### src/rtl/cpm_pkg.sv
package cpm_pkg;

    typedef enum logic [1:0] {
        MODE_RUN  = 2'b00,
        MODE_SAVE = 2'b01,
        MODE_DOWN = 2'b10
    } pwr_mode_e;

    localparam int NUM_CHAN = 2;
    localparam int CH_BCLK  = 0;
    localparam int CH_FRAME = 1;

    typedef struct packed {
        logic level;
        logic toggled;
        logic rise;
        logic stuck;
    } chan_stat_t;

    typedef struct packed {
        logic valid;
        logic in_range;
    } frame_meas_t;

    function automatic int cnt_width(input int max_val);
        return (max_val < 2) ? 1 : $clog2(max_val + 1);
    endfunction

endpackage

### src/rtl/cpm_sync.sv
module cpm_sync #(
    parameter int   STAGES  = 2,
    parameter logic RST_VAL = 1'b0
) (
    input  logic clk,
    input  logic rst,
    input  logic d,
    output logic q
);
    logic [STAGES-1:0] pipe;

    for (genvar i = 0; i < STAGES; i++) begin : g_stage
        if (i == 0) begin : g_first
            always_ff @(posedge clk) begin
                if (rst) pipe[i] <= RST_VAL;
                else     pipe[i] <= d;
            end
        end else begin : g_next
            always_ff @(posedge clk) begin
                if (rst) pipe[i] <= RST_VAL;
                else     pipe[i] <= pipe[i-1];
            end
        end
    end

    assign q = pipe[STAGES-1];
endmodule

### src/rtl/cpm_activity.sv
module cpm_activity
    import cpm_pkg::*;
#(
    parameter int SYNC_STAGES = 2,
    parameter int IDLE_LIMIT  = 1600
) (
    input  logic       clk,
    input  logic       rst,
    input  logic       raw,
    output chan_stat_t stat
);
    localparam int            CW  = cnt_width(IDLE_LIMIT);
    localparam logic [CW-1:0] LIM = CW'(IDLE_LIMIT);

    logic          lvl;
    logic          prev_q;
    logic [CW-1:0] idle_q;

    cpm_sync #(.STAGES(SYNC_STAGES), .RST_VAL(1'b0)) u_sync (
        .clk (clk),
        .rst (rst),
        .d   (raw),
        .q   (lvl)
    );

    always_ff @(posedge clk) begin
        if (rst) begin
            prev_q <= 1'b0;
            idle_q <= '0;
        end else begin
            prev_q <= lvl;
            if (lvl != prev_q)
                idle_q <= '0;
            else if (idle_q != LIM)
                idle_q <= idle_q + 1'b1;
        end
    end

    always_comb begin
        stat.level   = lvl;
        stat.toggled = lvl ^ prev_q;
        stat.rise    = lvl & ~prev_q;
        stat.stuck   = (idle_q == LIM);
    end
endmodule

### src/rtl/cpm_frame_meter.sv
module cpm_frame_meter
    import cpm_pkg::*;
#(
    parameter int PER_MIN = 5000,
    parameter int PER_MAX = 8334
) (
    input  logic        clk,
    input  logic        rst,
    input  logic        pwr_ok,
    input  logic        rise,
    input  logic        stuck,
    output frame_meas_t meas,
    output logic        rate_err
);
    localparam int            CAP = PER_MAX + 1;
    localparam int            CW  = cnt_width(CAP);
    localparam logic [CW-1:0] CAP_V = CW'(CAP);
    localparam logic [CW-1:0] MIN_V = CW'(PER_MIN);
    localparam logic [CW-1:0] MAX_V = CW'(PER_MAX);

    logic [CW-1:0] per_q;
    logic          armed_q;

    always_ff @(posedge clk) begin
        if (rst) begin
            per_q <= '0;
        end else if (rise) begin
            per_q <= CW'(1);
        end else if (per_q != CAP_V) begin
            per_q <= per_q + 1'b1;
        end
    end

    always_ff @(posedge clk) begin
        if (rst || !pwr_ok) armed_q <= 1'b0;
        else if (rise)      armed_q <= 1'b1;
        else if (stuck)     armed_q <= 1'b0;
    end

    always_comb begin
        meas.valid    = rise & armed_q & ~stuck;
        meas.in_range = (per_q >= MIN_V) && (per_q <= MAX_V);
    end

    always_ff @(posedge clk) begin
        if (rst || !pwr_ok) rate_err <= 1'b0;
        else if (meas.valid) rate_err <= ~meas.in_range;
    end
endmodule

### src/rtl/cpm_mode_fsm.sv
module cpm_mode_fsm
    import cpm_pkg::*;
#(
    parameter int WAKE_FRAMES = 4
) (
    input  logic        clk,
    input  logic        rst,
    input  logic        pwr_ok,
    input  logic        any_stuck,
    input  frame_meas_t meas,
    output pwr_mode_e   mode
);
    localparam int            WW     = cnt_width(WAKE_FRAMES);
    localparam logic [WW-1:0] WAKE_V = WW'(WAKE_FRAMES);

    pwr_mode_e     state_q, state_d;
    logic [WW-1:0] wake_q;
    logic          wake_ok;

    always_ff @(posedge clk) begin
        if (rst) begin
            wake_q <= '0;
        end else if (state_q != MODE_SAVE || any_stuck || !pwr_ok) begin
            wake_q <= '0;
        end else if (meas.valid) begin
            if (!meas.in_range)      wake_q <= '0;
            else if (wake_q != WAKE_V) wake_q <= wake_q + 1'b1;
        end
    end

    assign wake_ok = (wake_q == WAKE_V);

    always_comb begin
        state_d = state_q;
        if (!pwr_ok) begin
            state_d = MODE_DOWN;
        end else begin
            unique case (state_q)
                MODE_DOWN: state_d = MODE_SAVE;
                MODE_SAVE: if (wake_ok && !any_stuck) state_d = MODE_RUN;
                MODE_RUN:  if (any_stuck) state_d = MODE_SAVE;
                default:   state_d = MODE_SAVE;
            endcase
        end
    end

    always_ff @(posedge clk) begin
        if (rst) state_q <= MODE_SAVE;
        else     state_q <= state_d;
    end

    assign mode = state_q;
endmodule

### src/rtl/codec_power_mgr.sv
module codec_power_mgr
    import cpm_pkg::*;
#(
    parameter int SYNC_STAGES = 2,
    parameter int BCLK_IDLE   = 1600,
    parameter int SYNC_IDLE   = 20000,
    parameter int PER_MIN     = 5000,
    parameter int PER_MAX     = 8334,
    parameter int WAKE_FRAMES = 4
) (
    input  logic       clk,
    input  logic       rst,
    input  logic       shutdown_n,
    input  logic       bit_clk,
    input  logic       tx_frame,
    output logic [1:0] mode,
    output logic       port_en,
    output logic       conv_en,
    output logic       rate_err
);
    logic [NUM_CHAN-1:0] raw_in;
    chan_stat_t          stat [NUM_CHAN];
    logic                pwr_ok;
    logic                any_stuck;
    logic                meas_valid;
    frame_meas_t         meas;
    pwr_mode_e           mode_q;

    assign raw_in[CH_BCLK]  = bit_clk;
    assign raw_in[CH_FRAME] = tx_frame;

    cpm_sync #(.STAGES(SYNC_STAGES), .RST_VAL(1'b1)) u_pwr_sync (
        .clk (clk),
        .rst (rst),
        .d   (shutdown_n),
        .q   (pwr_ok)
    );

    for (genvar ch = 0; ch < NUM_CHAN; ch++) begin : g_chan
        localparam int LIM = (ch == CH_BCLK) ? BCLK_IDLE : SYNC_IDLE;
        cpm_activity #(.SYNC_STAGES(SYNC_STAGES), .IDLE_LIMIT(LIM)) u_act (
            .clk  (clk),
            .rst  (rst),
            .raw  (raw_in[ch]),
            .stat (stat[ch])
        );
    end

    assign any_stuck = stat[CH_BCLK].stuck | stat[CH_FRAME].stuck;

    cpm_frame_meter #(.PER_MIN(PER_MIN), .PER_MAX(PER_MAX)) u_meter (
        .clk      (clk),
        .rst      (rst),
        .pwr_ok   (pwr_ok),
        .rise     (stat[CH_FRAME].rise),
        .stuck    (stat[CH_FRAME].stuck),
        .meas     (meas),
        .rate_err (rate_err)
    );

    assign meas_valid = meas.valid;

    cpm_mode_fsm #(.WAKE_FRAMES(WAKE_FRAMES)) u_fsm (
        .clk       (clk),
        .rst       (rst),
        .pwr_ok    (pwr_ok),
        .any_stuck (any_stuck),
        .meas      (meas),
        .mode      (mode_q)
    );

    assign mode    = mode_q;
    assign port_en = (mode_q == MODE_RUN);
    assign conv_en = (mode_q == MODE_RUN);
endmodule

### config.mk
export PLATFORM = sky130hd
export DESIGN_NAME = codec_power_mgr
export DESIGN_NICKNAME = d
export VERILOG_FILES = /design/src/rtl/cpm_pkg.sv /design/src/rtl/cpm_sync.sv /design/src/rtl/cpm_activity.sv /design/src/rtl/cpm_frame_meter.sv /design/src/rtl/cpm_mode_fsm.sv /design/src/rtl/codec_power_mgr.sv
export SDC_FILE = /design/constraint.sdc
export NUM_CORES = 1
export LEC_CHECK = 0
export ABC_AREA = 1
export BUFFER_PORTS_ARGS = -buffer_cell sky130_fd_sc_hd__buf_2
export CAP_MARGIN = 20
export CORE_MARGIN = 5
export CORE_UTILIZATION = 35
export DETAILED_ROUTE_END_ITERATION = 12
export PLACE_DENSITY = 0.48
export SYNTH_ARGS = -nofsm -noshare
export SYNTH_HDL_FRONTEND = slang
export SYNTH_SLANG_ARGS = --single-unit
### constraint.sdc
create_clock -name clk -period 2.5 [get_ports clk]
set_input_delay 0.25 -clock clk [delete_from_list [all_inputs] [get_ports clk]]
set_output_delay 0.25 -clock clk [all_outputs]
set_load 0.01 [all_outputs]
== Word level (Yosys, flattened, before mapping) ==
Index checks and enable logic that the tools add are counted.
Storage, ports and cells
  register bits after elaboration: 55
  input port bits: 5
  output and inout port bits: 5
  logic and storage cells: 69
Operators by class
  add/sub/neg operators: 4
  magnitude comparators: 2
  eq/ne operators: 14
  mux-type cells: 10
  bitwise operators: 7
  reductions and logical operators: 16
Operator list (count)
  $add 15x1->15 const B: 1
  $eq 15x15->1 const B: 1
  $ne 15x15->1 const B: 1
  $add 14x1->14 const B: 1
  $ge 14x13->1 const B: 1
  $le 14x14->1 const B: 1
  $ne 14x14->1 const B: 1
  $add 11x1->11 const B: 1
  $eq 11x11->1 const B: 1
  $ne 11x11->1 const B: 1
  $reduce_or 2->1: 4
  $mux 2: 3
  $mux 3: 2
  $ne 3x2->1 const B: 2
  $mux 1: 4
  $pmux 2 s2: 1
  $reduce_and 2->1: 2
  $reduce_bool 2->1: 2
  $add 3x1->3 const B: 1
  $and 1x1->1: 3
  $eq 3x3->1 const B: 1
  $logic_or 1x1->1: 3
  $ne 3x3->1 const B: 1
  $not 1->1: 3
  other kinds (8): 11

== Logic depth before layout (Yosys ltp) ==
Gate-level depths: netlist (run 1).
  depth in word-level cells: 7
  gate-level depth with buffers: 12

== Modules after synthesis ==
From an unflattened synthesis (run 1), not the netlist that was laid out.
Unflattened totals
  cell total of the unflattened synthesis: 446
  area, all modules: 2970.3 um^2
By module, submodules not included
  cpm_activity at g_chan[1].u_act: times used 1, cells an instance 146, area each 917.1 um^2, sequential area each 320.3 um^2
  cpm_frame_meter: times used 1, cells an instance 141, area each 908.4 um^2, sequential area each 320.3 um^2
  cpm_activity at g_chan[0].u_act: times used 1, cells an instance 93, area each 664.4 um^2, sequential area each 240.2 um^2
  cpm_mode_fsm: times used 1, cells an instance 42, area each 289.0 um^2, sequential area each 100.1 um^2
  cpm_sync at g_chan[0].u_act.u_sync ...: times used 2, cells an instance 6, area each 55.1 um^2, sequential area each 40.0 um^2
  cpm_sync at u_pwr_sync: times used 1, cells an instance 7, area each 58.8 um^2, sequential area each 40.0 um^2
  codec_power_mgr: times used 1, cells an instance 5, area each 22.5 um^2, sequential area each 0.0 um^2

== Least setup slack after synthesis (run 1) ==
OpenSTA, ideal clock, no wires.
  kind: reg-to-reg
  start point: reg u_meter.per_q[1]
  end point: reg u_meter.per_q[1]
  library setup time: 0.116 ns
  data arrival time: 1.345 ns
  data required time: 2.384 ns
  slack: 1.039 ns
  stages on the path, launching flop included: 9
  path buffers: 0
  path through: dfxtp_1 ha_1 inv_1 nor2_4 inv_2 nor4_4 inv_2 o21ai_1 a21oi_1
Between the ends
  longest elaborated chain between the ends: 1
  elaborated cells between the ends (all ways): 2
Ends and longest elaborated chain
  from (decl): line cpm_frame_meter.sv:21  | logic [CW-1:0] per_q;
  from (signal assigned): line cpm_frame_meter.sv:30  | per_q <= per_q + 1'b1;
  $add 14x1->14 / $ne 14x14->1 (equally long branches): line cpm_frame_meter.sv:30, cpm_frame_meter.sv:29
Several ways; a longest one is shown, not always the timed one.
A chain may end at the register's enable or synchronous reset.

== Worst setup path after layout (run 1) ==
Same ends and word-level chain as after synthesis.

==> run_results.csv, run 1 <==
group,metric,value,unit
power,power_frac_comb,5.9,%
global_route,grt_pass1_wl,9110,um
final_layout,finish.instance_area,2950,um^2
worst_setup_path,crit_path_end_kind,"flop",
worst_hold_path,hp-class,"in -> reg",
worst_setup_path,r2r_slack,880,ps
timing,tightest_slew,351,ps
global_route,grt_pass1_vias,2071,
clocking,htreeDepth,2,
die,pin_count,10,
final_layout,nets,396,
status,status,"complete, no violations",
timing,final_max_slew_viol_count,0,
logic_synthesis,synth.avg_cell_area,7.28,um^2
timing,rsz0062_at_grt,"false",
die,placementRows,31,
final_layout,layout-drive-gt1-share,11.5,%
power,p_per_area,548,nW/um^2
worst_setup_path,critPathKind,"reg -> reg",
clocking,cts_sinks,55,
worst_setup_path,crit_fanout,6,
timing,slew_headroom,76.5,%
timing,finClkSkew,14.5,ps
routing,drc,0,
logic_synthesis,ys_ff_latch,55,
timing,max_freq,0.616,GHz
job,drv_cap,0,
clocking,clk_latency,310,ps
worst_setup_path,crit_arrival,1840,ps
timing,period_share,65.0,%
clocking,cts_tree,"built",
worst_setup_path,rr_startpoint,"u_meter.per_q[1]$_SDFFE_PP0P_",
power,swShare,23.5,%
timing,fin_tns_setup,0,ps
power,p_sw,379,uW
place,placed_cell_area,2840,um^2
place,gp_congestion,0.756,
routing,wl_per_cell,10.3,um
logic_synthesis,async_flop_share,0,%
worst_setup_path,r2r_end,"u_meter.per_q[1]$_SDFFE_PP0P_",
clocking,root_buffer,"clkbuf_8",
logic_synthesis,synthesis.nets,381,
logic_synthesis,synth_cell_types,30,
place,port_buffers,9,
die,dieWidth,97.4,um
power,p_leak,1.16,nW
global_route,grt_overflow,0,
power,pwr-share-clk,37.6,%
logic_synthesis,synth_edf_count,0,
timing,setup_viol,0,
power,ir_worst_vdd,0.250,mV
routing,antenna_left,0,
logic_synthesis,syn_area,2670,um^2
clocking,cts_resized,0,
global_route,antenna_found_initial,0,
routing,first_iter_violations,58,
worst_setup_path,startpoint,"u_meter.per_q[1]$_SDFFE_PP0P_",
timing,period_needed,1620,ps
final_layout,n_antenna_cell,0,
logic_synthesis,synth_ff_type,"dfxtp_1",
clocking,clk_pin_slew,100,ps
clocking,postCtsSetupBuffers,0,
global_route,grt_max_degree,18,
die,dieArea,9480,um^2
clocking,numCtsBuffers,5,
worst_setup_path,cp-start-kind,"flop",
logic_synthesis,ys_seq_area_share,41.2,%
final_layout,area_growth_syn_to_layout,10.4,%
place,hpwl,3800,um
routing,dr.pass1.iters,4,
worst_setup_path,setup.worst_path.end,"u_meter.per_q[1]$_SDFFE_PP0P_",
logic_synthesis,postSynthCellCount,367,
clocking,ctsHoldBuffers,0,
global_route,grtUsageTotal,11.4,%
die,die_h,97.4,um
die,fp.coreArea,7330,um^2
worst_setup_path,worstPathRequired,2710,ps
routing,wirelength,4970,um
die,start_util,36.4,%
logic_synthesis,yosysWarnings,0,
routing,viasPerCell,4.52,
final_layout,utilization,40.2,%
power,seq_power_share,56.6,%
worst_setup_path,r2r_cells,8,
power,power.internal,1.24,mW
clocking,cts_max_path_buffers,2,
routing,vias,2181,
timing,hold_violations,0,
flip-flops by register name, indices dropped and copies added (netlist names), 2 cells and up:
register and cells:
u_meter.per_q 14, u_fsm.wake_q 3, g_chan.u_act.idle_q 26, g_chan.u_act.prev_q 2
g_chan.u_act.u_sync.q 2, g_chan.u_act.u_sync.pipe 2, u_fsm.mode 2
Yosys cell counts (3+ instances only):
master    n  share of area (%)
nor2_4    3                1.3
nand2_2   6                1.4
ha_1      9                4.2
nor3_1   16                3.0
nor3_2    3                1.1
a21oi_1  34                6.4
nand2_1  50                7.0
nand4_1   5                1.2
nor2_1   46                6.5
inv_2     4               0.56
o21ai_0  22                4.1
nand3_2   3                1.1
inv_1    61                8.6
dfxtp_1  55                 41
xor2_1    4                1.3
nand3_1  24                4.5
nor2_2    3               0.70
worst min path at each step:
| stage | startpoint | end | depth (start not counted) |
|---|---|---|---|
| after floorplan | shutdown_n | u_pwr_sync.pipe[0]$_SDFF_PP1_ | 1 |
| after global placement | u_pwr_sync.pipe[0]$_SDFF_PP1_ | u_pwr_sync.q$_SDFF_PP1_ | 1 |
| after detailed placement | g_chan[1].u_act.u_sync.pipe[0]$_SDFF_PP0_ | g_chan[1].u_act.u_sync.q$_SDFF_PP0_ | 2 |
| after CTS | shutdown_n | u_pwr_sync.pipe[0]$_SDFF_PP1_ | 2 |
| after global routing | shutdown_n | u_pwr_sync.pipe[0]$_SDFF_PP1_ | 2 |
| final | shutdown_n | u_pwr_sync.pipe[0]$_SDFF_PP1_ | 2 |
layer usage:
metal,up-vias,global-route usage [%],routed length [um]
li1,1207,-,-
met1,954,14.7,2600
met2,13,18.7,2200
met3,7,2.58,105
met4,0,3.83,67
met5,-,0,0
metrics by stage:
stage	worst slack, ps	hold WS, ps	total power [mW]	std cells
2_1_floorplan	1040	354	1.00	367
3_3_place_gp	910	391	1.03	474
3_5_place_dp	885	395	1.03	474
4_1_cts	860	103	1.64	482
5_1_grt	639	101	1.70	482
6_report	875	115	1.61	482
area by class of cell:
type	count	area, um^2
Clock buffer	6	72.6
Clock inverter	2	38.8
Fill cell	780	4380
Inverter	66	248
Multi-Input combinational cell	244	1310
Sequential cell	55	1100
Tap cell	99	124
Timing Repair Buffer	10	52.6
placed cells by master, fill, tap and decap left out, types with 9 or more instances in the layout:
| cell | Yosys | final |
|---|---|---|
| nor3_1 | 16 | 16 |
| ha_1 | 9 | 9 |
| buf_2 | 0 | 9 |
| inv_1 | 61 | 61 |
| a21oi_1 | 34 | 34 |
| nand3_1 | 24 | 24 |
| o21ai_0 | 22 | 22 |
| dfxtp_1 | 55 | 55 |
| nor2_1 | 46 | 46 |
| nand2_1 | 50 | 50 |
critical path, stage by stage, from the launching register on:
cell	delay, ps
dfxtp_1	420
ha_1	210
inv_1	70
nor2_4	140
inv_2	60
nor4_4	330
inv_2	100
o21ai_1	130
a21oi_1	50
cell families after synthesis:
kind of cell,count (synthesis),synth area share [%]
AOI/OAI and AO/OA,65,12.7
xor gates and xnor gates,5,1.64
adders and majority gates,9,4.22
buffers and inverters,68,9.70
DFF,55,41.2
and+or+nand+nor,165,30.5
power groups by stage:
stage	Clock (mW)	Combinational, mW	Sequential, mW
global placement	0	0.0952	0.933
CTS	0.628	0.0967	0.913
finish	0.606	0.0945	0.913
floorplan	0	0.0697	0.931
detailed placement	0	0.0963	0.933
global route	0.671	0.112	0.918
Note: power is estimated with default switching activity, not from simulation.
==> run 2, diff against run 1 <==
--- a/config.mk
+++ b/config.mk
@@ -5,13 +5,13 @@
 export SDC_FILE = /design/constraint.sdc
 export NUM_CORES = 1
 export LEC_CHECK = 0
-export ABC_AREA = 1
+export ABC_AREA = 0
 export BUFFER_PORTS_ARGS = -buffer_cell sky130_fd_sc_hd__buf_2
 export CAP_MARGIN = 20
 export CORE_MARGIN = 5
 export CORE_UTILIZATION = 35
 export DETAILED_ROUTE_END_ITERATION = 12
-export PLACE_DENSITY = 0.48
+export PLACE_DENSITY = 0.5
 export SYNTH_ARGS = -nofsm -noshare
 export SYNTH_HDL_FRONTEND = slang
 export SYNTH_SLANG_ARGS = --single-unit
==> constraint.sdc (replaced) <==
create_clock -name clk -period 1.4 [get_ports clk]
set_input_delay 0.14 -clock clk [delete_from_list [all_inputs] [get_ports clk]]
set_output_delay 0.14 -clock clk [all_outputs]
set_load 0.01 [all_outputs]
==> run 2 against run 1 <==
  * Combinational power grew 150%
  * Final cell count shrank 8.7%
  * Highest routed layer unchanged
  * Non-clock buffer count grew 55
  * The run now ends with setup timing left
==> run_results.csv, run 2 <==
group,metric,value,unit
power,p_per_area,829,nW/um^2
job,drv_cap,0,
place,preCtsSetupSlack,-325,ps
timing,max_freq,0.612,GHz
logic_synthesis,synthMuxAreaShare,0,%
routing,dr.pass1.iters,4,
clocking,htreeDepth,2,
worst_setup_path,cp_slowest_cell,"or4b_4",
worst_setup_path,crit_fanout,4,
timing,period_needed,1630,ps
die,die_h,93.5,um
timing,setup_ws,-233,ps
logic_synthesis,yosysTopAreaCellShare,45.2,%
final_layout,max_flop_register,"g_chan.u_act.idle_q",
clocking,clk_latency,320,ps
die,dieWidth,93.5,um
routing,drc,0,
place,port_buffers,9,
clocking,cts_sinks,55,
status,violations,"setup timing",
logic_synthesis,netlist_top_cells_area,"dfxtp_1 45%, nor2_1 7.2%, xor2_1 6.1%",
logic_synthesis,synth_edf_count,0,
worst_setup_path,rr_startpoint,"u_meter.per_q[10]$_SDFFE_PP0P_",
die,fp.coreArea,6790,um^2
routing,wl_per_cell,10.8,um
logic_synthesis,synth_cell_types,39,
power,ir_worst_vdd,0.377,mV
logic_synthesis,synth_fa_ha_area_share,4.62,%
final_layout,fillers,636,
timing,setup_viol,15,
global_route,grt_pass1_vias,1893,
timing,rsz0062_at_grt,"true",
power,power.total,2.82,mW
worst_hold_path,hold-path-endpoint,"g_chan[0].u_act.u_sync.pipe[0]$_SDFF_PP0_",
clocking,cts_max_path_buffers,2,
worst_setup_path,worstPathRequired,1640,ps
final_layout,finish.instance_area,3400,um^2
final_layout,final_common_cell,"buf_4",
worst_setup_path,crit_arrival,1870,ps
routing,antenna_left,0,
global_route,grt_pass1_wl,8270,um
timing,slew_headroom,81.1,%
logic_synthesis,yosysTopAreaCell,"dfxtp_1",
routing,viasPerCell,4.58,
final_layout,largest_register_ffs,26,
logic_synthesis,syn_area,2440,um^2
clocking,root_buffer,"clkbuf_8",
logic_synthesis,yosysWarnings,0,
worst_hold_path,whs_path_depth,2,
logic_synthesis,synth_xor_area_share,11.9,%
global_route,antenna_found_initial,0,
die,pin_count,10,
die,dieArea,8730,um^2
worst_setup_path,crit_chain,"or4b_4 > nor3_4 > o2bb2ai_2 > a31oi_1 > o32ai_1",
die,placementRows,30,
worst_setup_path,r2r_cells,5,
logic_synthesis,synthesis.nets,291,
final_layout,reg.largest.list,"g_chan.u_act.idle_q x26, u_meter.per_q x14, u_fsm.wake_q x3",
place,hpwl,3390,um
worst_hold_path,hp-class,"in -> reg",
logic_synthesis,synth_ff_type,"dfxtp_1",
worst_setup_path,crit_family,"simple AND/OR/NAND/NOR gates",
global_route,grtUsageTotal,11.6,%
place,gp_congestion,0.812,
final_layout,area_growth_syn_to_layout,39.5,%
timing,final_max_slew_viol_count,0,
timing,hold_violations,0,
worst_setup_path,r2r_end,"u_fsm.wake_q[1]$_SDFFE_PP0P_",
logic_synthesis,synth_top_family_by_area,"simple AND/OR/NAND/NOR gates",
global_route,grt_max_degree,21,
worst_hold_path,min_from,"bit_clk",
final_layout,nets,357,
die,start_util,35.9,%
worst_setup_path,r2r_slack,-230,ps
final_layout,layout_common_cells,"44 x buf_4, 42 x nor2_1, 41 x dfxtp_1",
worst_setup_path,startpoint,"u_meter.per_q[10]$_SDFFE_PP0P_",
status,status,"finished with violations",
timing,period_share,117,%
power,p_leak,1.30,nW
global_route,grt_overflow,0,
place,placed_cell_area,2980,um^2
logic_synthesis,synth.avg_cell_area,8.80,um^2
timing,tightest_slew,280,ps
logic_synthesis,yosys.area_share.simple,29.3,%
final_layout,layout-drive-gt1-share,37.5,%
worst_setup_path,worst-path-buf-inv,0,
clocking,numCtsBuffers,5,
routing,vias,2016,
timing,finClkSkew,16.0,ps
worst_setup_path,crit_path_end_kind,"flop",
logic_synthesis,postSynthCellCount,277,
worst_setup_path,slowest_delay,540,ps
worst_setup_path,cp-start-kind,"flop",
logic_synthesis,ys_ff_latch,55,
routing,wirelength,4730,um
logic_synthesis,synth_commonest_cells,"55 x dfxtp_1, 47 x nor2_1, 21 x nand2_1",
final_layout,n_antenna_cell,0,
logic_synthesis,synth_most_common_cell,"dfxtp_1",
logic_synthesis,ys_seq_area_share,45.2,%
clocking,clk_pin_slew,120,ps
logic_synthesis,synth-compound-area-share,6.57,%
logic_synthesis,async_flop_share,0,%
clocking,cts_tree,"built",
routing,first_iter_violations,60,
worst_setup_path,critPathKind,"reg -> reg",
[run 2: cell types whose count changed after synthesis, moves of 8 or more]
cell / before / now
xor2_1: 4 / 17
xnor2_1: 1 / 16
nand3_1: 24 / 16
nand2_1: 50 / 21
inv_1: 61 / 9
a21oi_1: 34 / 11
nor3_1: 16 / 5
o21ai_0: 22 / 4
nand2b_1: 0 / 8
[run 2: metal layers]
metal  vias up  part of all wire, %  global-route usage (%)
li1       1069                    -                       -
met1       924                   51                    15.6
met2        16                   44                    18.0
met3         7                  2.7                    2.65
met4         0                  1.6                    4.40
met5         -                    0                       0
[run 2: where the power goes]
part	switching, mW	internal [mW]	leakage, nW	total (mW)
clock network	0.578	0.379	0.0511	0.957
logic	0.112	0.122	0.796	0.234
registers	0.0287	1.60	0.453	1.63
total	0.719	2.10	1.30	2.82
[run 2: worst max-delay path by stage]
stage	cells after the start	to
6_report	5	u_fsm.wake_q[1]$_SDFFE_PP0P_
3_3_place_gp	5	u_fsm.wake_q[1]$_SDFFE_PP0P_
2_1_floorplan	5	u_meter.per_q[0]$_SDFFE_PP0P_
4_1_cts	5	u_fsm.wake_q[1]$_SDFFE_PP0P_
3_5_place_dp	5	u_fsm.wake_q[1]$_SDFFE_PP0P_
5_1_grt	5	u_fsm.wake_q[1]$_SDFFE_PP0P_
[run 2: cell families after synthesis]
family	after synthesis
AND/OR/NAND/NOR	139
flip-flops	55
AO/OA/AOI/OAI	26
XOR/XNOR	33
adder cells (fa/ha/maj)	9
buffers and inverters	15
[run 2: final cells by class]
type	instances	area, um^2	share of cell area, %
clock buffers	5	68.8	2.02
clock inverters	3	28.8	0.846
inverters	9	33.8	0.993
multi-input cells	207	1520	44.6
flip-flops and latches	55	1120	33.0
well taps	96	120	3.53
repair buffers	65	509	15.0
[run 2: stage by stage]
| stage | cells | setup TNS [ps] | util (%) | hold slack, ps |
|---|---|---|---|---|
| global route | 440 | -3660 | 50.1 | 18.3 |
| global placement | 427 | -2720 | 43.8 | 331 |
| CTS | 438 | -2800 | 47.8 | 7.84 |
| detailed placement | 427 | -2720 | 43.8 | 327 |
| floorplan | 277 | -1490 | - | 212 |
| finish | 440 | -2080 | 50.1 | 12.8 |
[run 2: what timing repair did]
action / in CTS / in global routing
pin swaps: 21 / 20
setup endpoints to repair: 20 / 32
hold buffers: 1 / 0
gates resized for setup: 34 / 37
setup buffers: 2 / 4
endpoints found under the hold margin: 1 / 0
gates cloned: 0 / 0
